### config.mk
export PLATFORM = sky130hd
export DESIGN_NAME = pcfg_bridge
export DESIGN_NICKNAME = d
export VERILOG_FILES = /design/src/rtl/pcfg_pkg.sv /design/src/rtl/pcfg_mask_reg.sv /design/src/rtl/pcfg_strobe_edge.sv /design/src/rtl/pcfg_store.sv /design/src/rtl/pcfg_host_port.sv /design/src/rtl/pcfg_bridge.sv
export SDC_FILE = /design/constraint.sdc
export NUM_CORES = 1
export LEC_CHECK = 0
export ABC_AREA = 0
export BUFFER_PORTS_ARGS = -buffer_cell sky130_fd_sc_hd__buf_2
export CORE_MARGIN = 2
export CORE_UTILIZATION = 45
export CTS_CLUSTER_SIZE = 40
export DETAILED_ROUTE_END_ITERATION = 16
export GPL_ROUTABILITY_DRIVEN = 0
export PLACE_DENSITY = 0.74
export SETUP_SLACK_MARGIN = 0.05
export SLEW_MARGIN = 40
export SYNTH_ARGS = -nofsm -noshare
export SYNTH_HDL_FRONTEND = slang
export SYNTH_HIERARCHICAL = 1
export SYNTH_SLANG_ARGS = --single-unit
### constraint.sdc
create_clock -name clk -period 6.9 [get_ports clk]
set_input_delay 0.69 -clock clk [delete_from_list [all_inputs] [get_ports clk]]
set_output_delay 0.69 -clock clk [all_outputs]
set_load 0.05 [all_outputs]
### src/rtl/pcfg_pkg.sv
// Package: shared field positions and word selects for the PHY configuration bridge.
// Assumes a 32-bit host word whose upper half is a bit-enable mask for the lower half.
package pcfg_pkg;
    localparam int unsigned HOST_W     = 32;
    localparam int unsigned HALF_W     = HOST_W / 2;
    localparam int unsigned STRB_BIT   = 0;
    localparam int unsigned ADDR_LSB   = 1;
    localparam int unsigned LOCK_BIT   = 9;
    localparam int unsigned PEND_BIT   = 10;

    typedef enum logic {
        SEL_CTRL   = 1'b0,
        SEL_STATUS = 1'b1
    } word_sel_e;
endpackage

### src/rtl/pcfg_mask_reg.sv
// Module: masked control register. Holds the low half of the control word.
// Each load replaces only the bits whose enable bit is set, and exposes the
// next value so that neighbours can act on the same edge.
// Assumes the enable mask and the data arrive together in one word.
module pcfg_mask_reg #(
    parameter int unsigned W = 16
) (
    input  logic         clk,
    input  logic         rst_n,
    input  logic         load,
    input  logic [W-1:0] wr_bits,
    input  logic [W-1:0] wr_en,
    output logic [W-1:0] q,
    output logic [W-1:0] nxt
);
    // Merge the enabled new bits with the held bits.
    always_comb begin
        nxt = q;
        if (load) begin
            nxt = (q & ~wr_en) | (wr_bits & wr_en);
        end
    end

    // Register the merged value.
    always_ff @(posedge clk) begin
        if (!rst_n) begin
            q <= '0;
        end else begin
            q <= nxt;
        end
    end
endmodule

### src/rtl/pcfg_strobe_edge.sv
// Module: detects a 0->1 transition of the configuration strobe bit caused by
// a control write. Assumes the strobe only changes when the register loads.
module pcfg_strobe_edge (
    input  logic load,
    input  logic strb_now,
    input  logic strb_next,
    output logic rise
);
    // Rise when the written value sets a strobe that was clear.
    always_comb begin
        rise = load & strb_next & ~strb_now;
    end
endmodule

### src/rtl/pcfg_store.sv
// Module: PHY-side configuration store. Holds DEPTH entries of DATA_W bits
// with a synchronous write port and a combinational read port. The read
// address is wider than the store; out-of-range addresses read as zero.
// Assumes reset clears every entry.
module pcfg_store #(
    parameter int unsigned ADDR_W    = 6,
    parameter int unsigned DATA_W    = 4,
    parameter int unsigned RD_ADDR_W = 10
) (
    input  logic                 clk,
    input  logic                 rst_n,
    input  logic                 we,
    input  logic [ADDR_W-1:0]    waddr,
    input  logic [DATA_W-1:0]    wdata,
    input  logic [RD_ADDR_W-1:0] raddr,
    output logic [DATA_W-1:0]    rdata
);
    localparam int unsigned DEPTH = 1 << ADDR_W;

    logic [DATA_W-1:0] mem [DEPTH];
    logic              r_in_range;

    // One register per entry, cleared by reset, loaded on a matching write.
    for (genvar i = 0; i < DEPTH; i++) begin : g_ent
        always_ff @(posedge clk) begin
            if (!rst_n) begin
                mem[i] <= '0;
            end else if (we && (waddr == ADDR_W'(i))) begin
                mem[i] <= wdata;
            end
        end
    end

    // Range check and read mux.
    if (RD_ADDR_W > ADDR_W) begin : g_wide
        always_comb begin
            r_in_range = (raddr[RD_ADDR_W-1:ADDR_W] == '0);
        end
    end else begin : g_narrow
        always_comb begin
            r_in_range = 1'b1;
        end
    end

    // Select the addressed entry, or zero when the address is out of range.
    always_comb begin
        rdata = r_in_range ? mem[raddr[ADDR_W-1:0]] : '0;
    end
endmodule

### src/rtl/pcfg_host_port.sv
// Module: host-side handshake and read response. Accepts one request when
// valid meets ready, and registers the read data for one response cycle.
// Ready is withheld during that cycle. Assumes single-beat requests.
module pcfg_host_port #(
    parameter int unsigned W = 32
) (
    input  logic         clk,
    input  logic         rst_n,
    input  logic         req_valid,
    output logic         req_ready,
    input  logic         req_write,
    input  logic         req_sel,
    input  logic [W-1:0] ctrl_word,
    input  logic [W-1:0] stat_word,
    output logic         ctrl_load,
    output logic         rsp_valid,
    output logic [W-1:0] rsp_data
);
    import pcfg_pkg::*;

    logic accept;
    logic rd_acc;

    // Decode the handshake.
    always_comb begin
        req_ready = ~rsp_valid;
        accept    = req_valid & req_ready;
        rd_acc    = accept & ~req_write;
        ctrl_load = accept & req_write & (req_sel == SEL_CTRL);
    end

    // Register the response flag and data for one cycle.
    always_ff @(posedge clk) begin
        if (!rst_n) begin
            rsp_valid <= 1'b0;
            rsp_data  <= '0;
        end else begin
            rsp_valid <= rd_acc;
            if (rd_acc) begin
                rsp_data <= (req_sel == SEL_CTRL) ? ctrl_word : stat_word;
            end
        end
    end
endmodule

### src/rtl/pcfg_bridge.sv
// Module: top of the write-masked PHY configuration bridge. Connects the host
// port, the masked control register, the strobe edge detector and the
// configuration store, and builds the status word from the store read port
// and the two PHY flags. Assumes the PHY flags are already synchronous to clk.
module pcfg_bridge #(
    parameter int unsigned CFG_ADDR_W = 6,
    parameter int unsigned CFG_DATA_W = 4,
    parameter int unsigned RD_ADDR_W  = 10
) (
    input  logic        clk,
    input  logic        rst_n,
    input  logic        req_valid,
    output logic        req_ready,
    input  logic        req_write,
    input  logic        req_sel,
    input  logic [31:0] req_wdata,
    output logic        rsp_valid,
    output logic [31:0] rsp_data,
    input  logic        pll_locked_i,
    input  logic        pll_out_pend_i
);
    import pcfg_pkg::*;

    localparam int unsigned DATA_LSB = ADDR_LSB + CFG_ADDR_W;

    logic              ctrl_load;
    logic [HALF_W-1:0] ctl_q;
    logic [HALF_W-1:0] ctl_nxt;
    logic              strb_rise;
    logic [CFG_DATA_W-1:0] cfg_rdata;
    logic [HOST_W-1:0] ctrl_word;
    logic [HOST_W-1:0] stat_word;

    pcfg_host_port #(.W(HOST_W)) u_host (
        .clk       (clk),
        .rst_n     (rst_n),
        .req_valid (req_valid),
        .req_ready (req_ready),
        .req_write (req_write),
        .req_sel   (req_sel),
        .ctrl_word (ctrl_word),
        .stat_word (stat_word),
        .ctrl_load (ctrl_load),
        .rsp_valid (rsp_valid),
        .rsp_data  (rsp_data)
    );

    pcfg_mask_reg #(.W(HALF_W)) u_ctl (
        .clk     (clk),
        .rst_n   (rst_n),
        .load    (ctrl_load),
        .wr_bits (req_wdata[HALF_W-1:0]),
        .wr_en   (req_wdata[HOST_W-1:HALF_W]),
        .q       (ctl_q),
        .nxt     (ctl_nxt)
    );

    pcfg_strobe_edge u_edge (
        .load      (ctrl_load),
        .strb_now  (ctl_q[STRB_BIT]),
        .strb_next (ctl_nxt[STRB_BIT]),
        .rise      (strb_rise)
    );

    pcfg_store #(
        .ADDR_W    (CFG_ADDR_W),
        .DATA_W    (CFG_DATA_W),
        .RD_ADDR_W (RD_ADDR_W)
    ) u_store (
        .clk   (clk),
        .rst_n (rst_n),
        .we    (strb_rise),
        .waddr (ctl_nxt[ADDR_LSB +: CFG_ADDR_W]),
        .wdata (ctl_nxt[DATA_LSB +: CFG_DATA_W]),
        .raddr (ctl_q[ADDR_LSB +: RD_ADDR_W]),
        .rdata (cfg_rdata)
    );

    // Assemble the readable control and status words.
    always_comb begin
        ctrl_word = {{(HOST_W-HALF_W){1'b0}}, ctl_q};
        stat_word = '0;
        stat_word[CFG_DATA_W-1:0] = cfg_rdata;
        stat_word[LOCK_BIT]       = pll_locked_i;
        stat_word[PEND_BIT]       = pll_out_pend_i;
    end
endmodule

## Word level (Yosys, flattened, before mapping)

Memory sizes are Yosys's and may differ from the RTL's. A register that Yosys moved wholly into a read port is not among the register bits.
Cells that the tools add are included.
Widths: inputs -> output; s select.

- Bits in writable memories: 256
- Bits in read-only memories: 0
- Memories: 1
- Bits in registers: 49
- Latch bits: 0
- Word-level logic and storage cells: 473

- Add/subtract/negate cells: 0
- Multiply operators: 0
- $lt $le $gt $ge: 0
- Muxes and demuxes: 261
- Divide/modulo/power cells: 0
- Shifts and indexed selects: 0
- Bitwise logic cells: 78
- Equality and inequality tests: 63
- Reductions and logical operators: 66

Memory list:

| memory | depth | bits a word | read ports | clocked after memory_dff | wr ports | RTL line | source |
|---|---|---|---|---|---|---|---|
| u_store.mem | 64 | 4 | 1 | 1 | 64 | pcfg_store.sv:20 | `logic [DATA_W-1:0] mem [DEPTH];` |

Operators with widths:

| kind | number |
|---|---|
| $mux 4 | 65 |
| $mux 1 | 193 |
| $eq 6x6->1 const B | 32 |
| $eq 6x5->1 const B | 16 |
| $logic_and 1x1->1 | 64 |
| $or 1x1->1 | 64 |
| $eq 6x4->1 const B | 8 |
| $and 16x16->16 | 2 |
| $eq 6x3->1 const B | 4 |
| $mux 16 | 1 |
| $not 16->16 | 1 |
| $or 16x16->16 | 1 |
| $eq 6x2->1 const B | 2 |
| $mux 11 | 1 |
| $and 1x1->1 | 6 |
| $eq 6x1->1 const B | 1 |
| $logic_not 6->1 | 1 |
| $mux 6 | 1 |
| $logic_not 4->1 | 1 |
| $not 1->1 | 4 |

## Longest topological paths before layout

Gate-level depths: netlist of run 1.

- Depth after elaboration: 12
- Mapped depth: 14
- Mapped depth without buffers: 8

## Cells and area by module

The synthesis of run 1 kept the hierarchy.

Modules (own cells, without submodules):

| module | seq. area each (µm²) | area an instance (µm²) | cells an instance | times used |
|---|---|---|---|---|
| pcfg_store | 7687.4 | 12380.6 | 873 | 1 |
| pcfg_host_port | 660.6 | 1631.6 | 149 | 1 |
| pcfg_mask_reg | 320.3 | 910.9 | 101 | 1 |
| pcfg_strobe_edge | 0.0 | 8.8 | 1 | 1 |
| pcfg_bridge | 0.0 | 3.8 | 1 | 1 |

## Worst setup path before layout of run 1

No wires, ideal clock.

- Kind: in2reg
- From: input req_sel
- To: memory u_store.mem[1][0], enable pin
- Buffers on the path: 6
- Data arrival time: 3079 ps
- Required time: 6539 ps
- Cell stages on the path: 11
- Library setup time: 361 ps
- Setup slack: 3460 ps
- Cells stage by stage: buf_4 -> buf_4 -> nor4bb_1 -> buf_4 -> buf_6 -> nand2_1 -> mux2_4 -> or3b_1 -> buf_2 -> clkbuf_1 -> o21ai_0

RTL lines:

| what | RTL line | source |
|---|---|---|
| start, declared | pcfg_bridge.sv:15 | `input logic req_sel,` |
| end, declared | pcfg_store.sv:20 |  |

==> impl_results.md, run 1 <==
- I/O Pins: 73
- Detail Route Antenna Nets: 0
- Post-synthesis cell area: 0.0149 mm2
- Layout cells sized above 1: 20.9%
- Max Clock Freq: 0.268 GHz
- PD cells: 242 mW/mm2
- Sequential cell area: 0.00868 mm2
- Die Ht: 186 um
- Grt total ovfl: 0
- Multi-input gate area: 0.00588 mm2
- H-tree Lvls: 1
- Tmin final: 3.73 ns
- Nets: 1228
- Kind of end point of the critical path: flip-flop
- Fillers: 2747
- Avg Inst Size Synth: 13.3 um2
- Clock-pin slew on the worst setup and hold paths: 0.06 ns
- Initial Util: 45.7%
- Clock skew: 0.00880 ns
- Worst slew margin: 43.4%
- CP Capture Point: u_store/mem[42][3]
- Fin crit share: 54.1%
- HP Class: input port to flip-flop
- HPWL Detailed: 21.9 mm
- Launching point of the worst reg2reg path: u_host/rsp_valid
- Pin count of the biggest net entering global routing: 67
- Worst slew pin tran: 0.847 ns
- Placement Rows: 66
- Area delta synth->final: 11.8%
- Initial drt markers: 816
- GRT Util Overall: 20.0%
- Post_cts resized: 0
- WS Path Type: input port to flip-flop
- Via-to-Cell Ratio: 5.58
- First-pass GRT wire length: 52.5 mm
- DR vias: 9238
- Cts hold-fix bufs: 0
- Clock Root Buffer: clkbuf_16
- Post-layout util: 51.1%
- Final setup fails: 0
- Die area: 0.0345 mm2
- Clock tree buffer depth: 3
- Setup crit start: req_sel
- Max_cap viols: 0
- Crit path max fanout: 33
- Wire per inst: 20.8 um
- VDD IR max: 0.167 mV
- Antenna violations before repair: 1
- Die width: 186 um
- TritonRoute pass-1 iters: 7
- R2R setup slack: 3.26 ns
- Vias in the first global route: 9196
- Max Slew Vio Count: 0
- Synth Instances: 1120
- Pleak: 0.00600 uW
- Num CTS Buffers: 31
- Post-CTS setup buffers: 0
- Critical Path Start Type: input port
- Core box area: 0.0325 mm2
- Worst Reg-to-Reg Cells: 8
- PortBufs: 72
- Sum of negative setup slack: 0 ns
- Yosys warns: 6
- CTS tree: done
- DRC viols: 0
- Outcome: complete, no violations
- WL final: 34.4 mm
- Crit path arrival time: 4.14 ns
- Worst Path Required: 7.31 ns
- Worst-skew pair later-pin latency: 0.55 ns
- Reg2reg end: u_store/mem[42][3]
- # clock sinks: 305
- RSZ-0062 raised after global routing: no
- Final hold vios: 0
[worst min-delay path by stage]
stage / startpoint / end / cells after the start
global placement: u_ctl/q[15] / u_ctl/q[15] / 2
global route: req_wdata[10] / u_ctl/q[10] / 3
detailed placement: u_ctl/q[14] / u_ctl/q[14] / 2
CTS: req_wdata[13] / u_ctl/q[13] / 3
finish: req_wdata[13] / u_ctl/q[13] / 3
floorplan: u_ctl/q[11] / u_ctl/q[11] / 2
[flip-flops by register name, indices dropped and copies added, names as in the netlist]
name	count
u_ctl/q	16
u_host/rsp_data	32
u_store/mem	256
u_host/rsp_valid	1
[power breakdown]
| group | leakage (uW) | switching (uW) | internal (uW) | total (uW) |
|---|---|---|---|---|
| Clock | 0.000508 | 692 | 998 | 1690 |
| Combinational | 0.00245 | 165 | 83.5 | 249 |
| Sequential | 0.00304 | 27.9 | 2050 | 2080 |
| Total | 0.00600 | 885 | 3130 | 4020 |
[cell usage in the layout (no fill, tap or decap), types with 5 or more instances in the layout]
master and instances:
clkinv_1 7, inv_1 5, o21ai_0 67, nand2_1 90, dfxtp_1 46, mux2i_1 61
o22ai_1 18, conb_1 42, nand2b_1 7, o22ai_2 29, mux4_2 64, a211oi_1 6
nand3_1 7, edfxtp_1 256, clkbuf_16 32, and2_1 256, mux2_4 7, nor2_4 10
nor2_1 58, buf_4 9, buf_2 70
[metrics by stage]
step / instances / power [uW] / cell area [um2] / setup slack [ns] / hold WS (ns)
floorplan: 1161 / 2290 / 15000 / 3.46 / 0.437
global placement: 1596 / 2360 / 15500 / 2.59 / 0.451
finish: 1656 / 4020 / 16600 / 3.17 / 0.385
detailed placement: 1598 / 2360 / 15600 / 2.70 / 0.458
CTS: 1655 / 4040 / 16600 / 3.26 / 0.377
global route: 1656 / 4130 / 16600 / 2.94 / 0.393
[routing by layer]
layer  vias up  share of wire [%]  global-route usage, %
li1       4181                  -                      -
met1      4608                 41                   26.8
met2       384                 49                   33.9
met3        65                7.1                   2.93
met4         0                2.6                   5.76
met5         -                  0                      0
[worst max-delay path, cell delays in order]
cell and delay [ns]:
buf_4 0.29, nor4bb_4 0.63, nand2_1 0.19, mux2_2 0.26, and3b_1 0.23, nand3b_1 0.62
or2_2 0.75, nor2_1 0.27, and2_1 0.18
[final cells by class]
class / count / share of cell area (%)
diodes: 1 / 0.0151
clock buffers: 39 / 5.22
clock inverters: 18 / 1.00
inverters: 5 / 0.113
multi-input cells: 765 / 35.4
flip-flops and latches: 305 / 52.2
well taps: 442 / 3.33
repair buffers: 81 / 2.70
Note: power is estimated with default switching activity, not from simulation.
==> run 2, diff against run 1 <==
Clock period 6.9 ns to 3.9 ns, I/O delays scaled along.
==> run 2 against run 1 <==
Net effect: count of clock-buffer cells in the layout rose by 2; highest routed layer unchanged; sequential share of layout area fell by 0.32 points; first-iteration DRC count fell by 17%; cell count rose by 0.42%; sequential power rose by 77%; flip-flop and latch count did not move; largest power group unchanged; power rose by 80%; clock skew barely moved; critical path depth did not move; combinational power rose by 78%; non-clock buffer count rose by 7; clock power rose by 84%.
==> impl_results.md, run 2 (synthesized netlist as in run 1, its figures left out) <==
- VDD IR max: 0.288 mV (was 0.167 mV)
- Critical Path Start Type: flip-flop (was input port)
- Area delta synth->final: 12.4% (was 11.8%)
- Initial Util: 45.7% (unchanged)
- Launching point of the worst reg2reg path: u_host/rsp_valid (unchanged)
- Kind of end point of the critical path: flip-flop (unchanged)
- Antenna violations before repair: 1 (unchanged)
- Worst slew margin: 46.4% (was 43.4%)
- CTS tree: done (unchanged)
- Max Slew Vio Count: 0 (unchanged)
- Commonest non-fill, non-tap cells in the layout: and2_1 (256), edfxtp_1 (256), nand2_1 (90) (unchanged)
- Vias in the first global route: 9282 (was 9196)
- Placement Rows: 66 (unchanged)
- Initial drt markers: 679 (was 816)
- Detail Route Antenna Nets: 0 (unchanged)
- Pin count of the biggest net entering global routing: 65 (was 67)
- Wire per inst: 20.7 um (was 20.8 um)
- HP Class: input port to flip-flop (unchanged)
- Crit path arrival time: 3.77 ns (was 4.14 ns)
- Outcome: complete, no violations (unchanged)
- Post-CTS setup buffers: 0 (unchanged)
- Worst-skew pair later-pin latency: 0.55 ns (about the same)
- Clock tree buffer depth: 3 (unchanged)
- Num CTS Buffers: 31 (unchanged)
- Die area: 0.0345 mm2 (unchanged)
- Die Ht: 186 um (unchanged)
- DR vias: 9223 (was 9238)
- Reg2reg end: u_store/mem[6][3] (was u_store/mem[42][3])
- Max Clock Freq: 0.289 GHz
- Worst Reg-to-Reg Cells: 9 (was 8)
- Final hold vios: 0 (unchanged)
- Setup crit start: u_host/rsp_valid (was req_sel)
- Tmin final: 3.47 ns
- Number of flip-flops in the largest register: 256 (unchanged)
- WS Path Type: flip-flop to flip-flop (was input port to flip-flop)
- GRT Util Overall: 19.9% (was 20.0%)
- Post-layout util: 51.4% (was 51.1%)
- Clock Root Buffer: clkbuf_16 (unchanged)
- Fin crit share: 88.9%
- Sum of negative setup slack: 0 ns (unchanged)
- Hold Crit Endpoint: u_ctl/q[13] (unchanged)
- Worst Path Required: 4.20 ns (was 7.31 ns)
- Grt total ovfl: 0 (unchanged)
- Clock-pin slew on the worst setup and hold paths: 0.06 ns (about the same)
- TritonRoute pass-1 iters: 7 (unchanged)
- RSZ-0062 raised after global routing: no (unchanged)
- Via-to-Cell Ratio: 5.55 (was 5.58)
- PD cells: 433 mW/mm2 (was 242 mW/mm2)
- Max_cap viols: 0 (unchanged)
- Worst Hold Margin: 0.0836 ns (was 0.385 ns)
- Pleak: 0.00605 uW (was 0.00600 uW)
- Clock skew: 0.00900 ns (was 0.00880 ns)
- PortBufs: 72 (unchanged)
- WL final: 34.4 mm (about the same)
- Crit path max fanout: 17 (was 33)
- I/O Pins: 73 (unchanged)
- # clock sinks: 305 (unchanged)
- Nets: 1235 (was 1228)
- R2R setup slack: 0.43 ns (was 3.26 ns)
- Largest Register: u_store/mem (unchanged)
- Core box area: 0.0325 mm2 (unchanged)
- Post_cts resized: 0 (unchanged)
- Layout cells sized above 1: 21.4% (was 20.9%)
- Biggest regs: u_store/mem x256, u_host/rsp_data x32, u_ctl/q x16 (unchanged)
- Worst slew pin tran: 0.801 ns (was 0.847 ns)
- WHS Path Cells: 3 (unchanged)
- Cts hold-fix bufs: 0 (unchanged)
- Die width: 186 um (unchanged)
- HPWL Detailed: 22.0 mm (was 21.9 mm)
- Final setup fails: 0 (unchanged)
- H-tree Lvls: 1 (unchanged)
- DRC viols: 0 (unchanged)
- Worst Hold Launch: req_wdata[13] (unchanged)
- First-pass GRT wire length: 52.0 mm (was 52.5 mm)
-- run 2: through the flow --
step / area, um2 / worst slack [ns] / cells / power (uW)
final: 16700 / 0.434 / 1663 / 7230
after global routing: 16700 / 0.191 / 1663 / 7440
after CTS: 16700 / 0.371 / 1662 / 7260
after detailed placement: 15600 / 0.243 / 1605 / 4180
after global placement: 15600 / 0.335 / 1604 / 4170
after floorplan: 15000 / 0.760 / 1161 / 4050
-- run 2: worst max-delay path by stage --
stage	end	slack (ns)	cells after the start
global placement	u_store/mem[7][1]	0.33	7
CTS	u_store/mem[6][3]	0.37	9
detailed placement	u_store/mem[6][3]	0.24	10
global route	u_store/mem[7][2]	0.19	6
finish	u_store/mem[6][3]	0.43	9
floorplan	u_store/mem[1][0]	0.76	11
-- run 2: where the power goes --
part / internal, uW / switching (uW) / total (uW) / leakage (uW)
clock network: 1900 / 1220 / 3110 / 0.000526
logic: 149 / 294 / 443 / 0.00248
registers: 3630 / 47.6 / 3680 / 0.00304
total: 5680 / 1560 / 7230 / 0.00605
-- run 2: area by class of cell --
cell class,instances,area [um2]
antenna,1,2.50
clock buffer,41,875
clock inverter,16,209
fill,2729,15800
inverter,5,18.8
multi-input combinational,765,5880
sequential,305,8670
tap,442,553
timing repair buffer,88,499
-- run 2: metal layers --
metal	part of all wire (%)	routed length [um]	track usage (%)
met5	0	0	0
met4	3.9	1350	7.91
met3	8.0	2750	3.46
met2	48	16400	33.4
met1	40	13900	25.7
-- run 2: critical path, stage by stage (launching register included) --
cell	delay, ns
dfxtp_1	0.38
nor4bb_4	0.57
nand2_1	0.19
mux2_2	0.30
and3b_1	0.22
or3b_1	0.65
or2_1	0.19
buf_4	0.37
nor2_1	0.13
and2_1	0.19
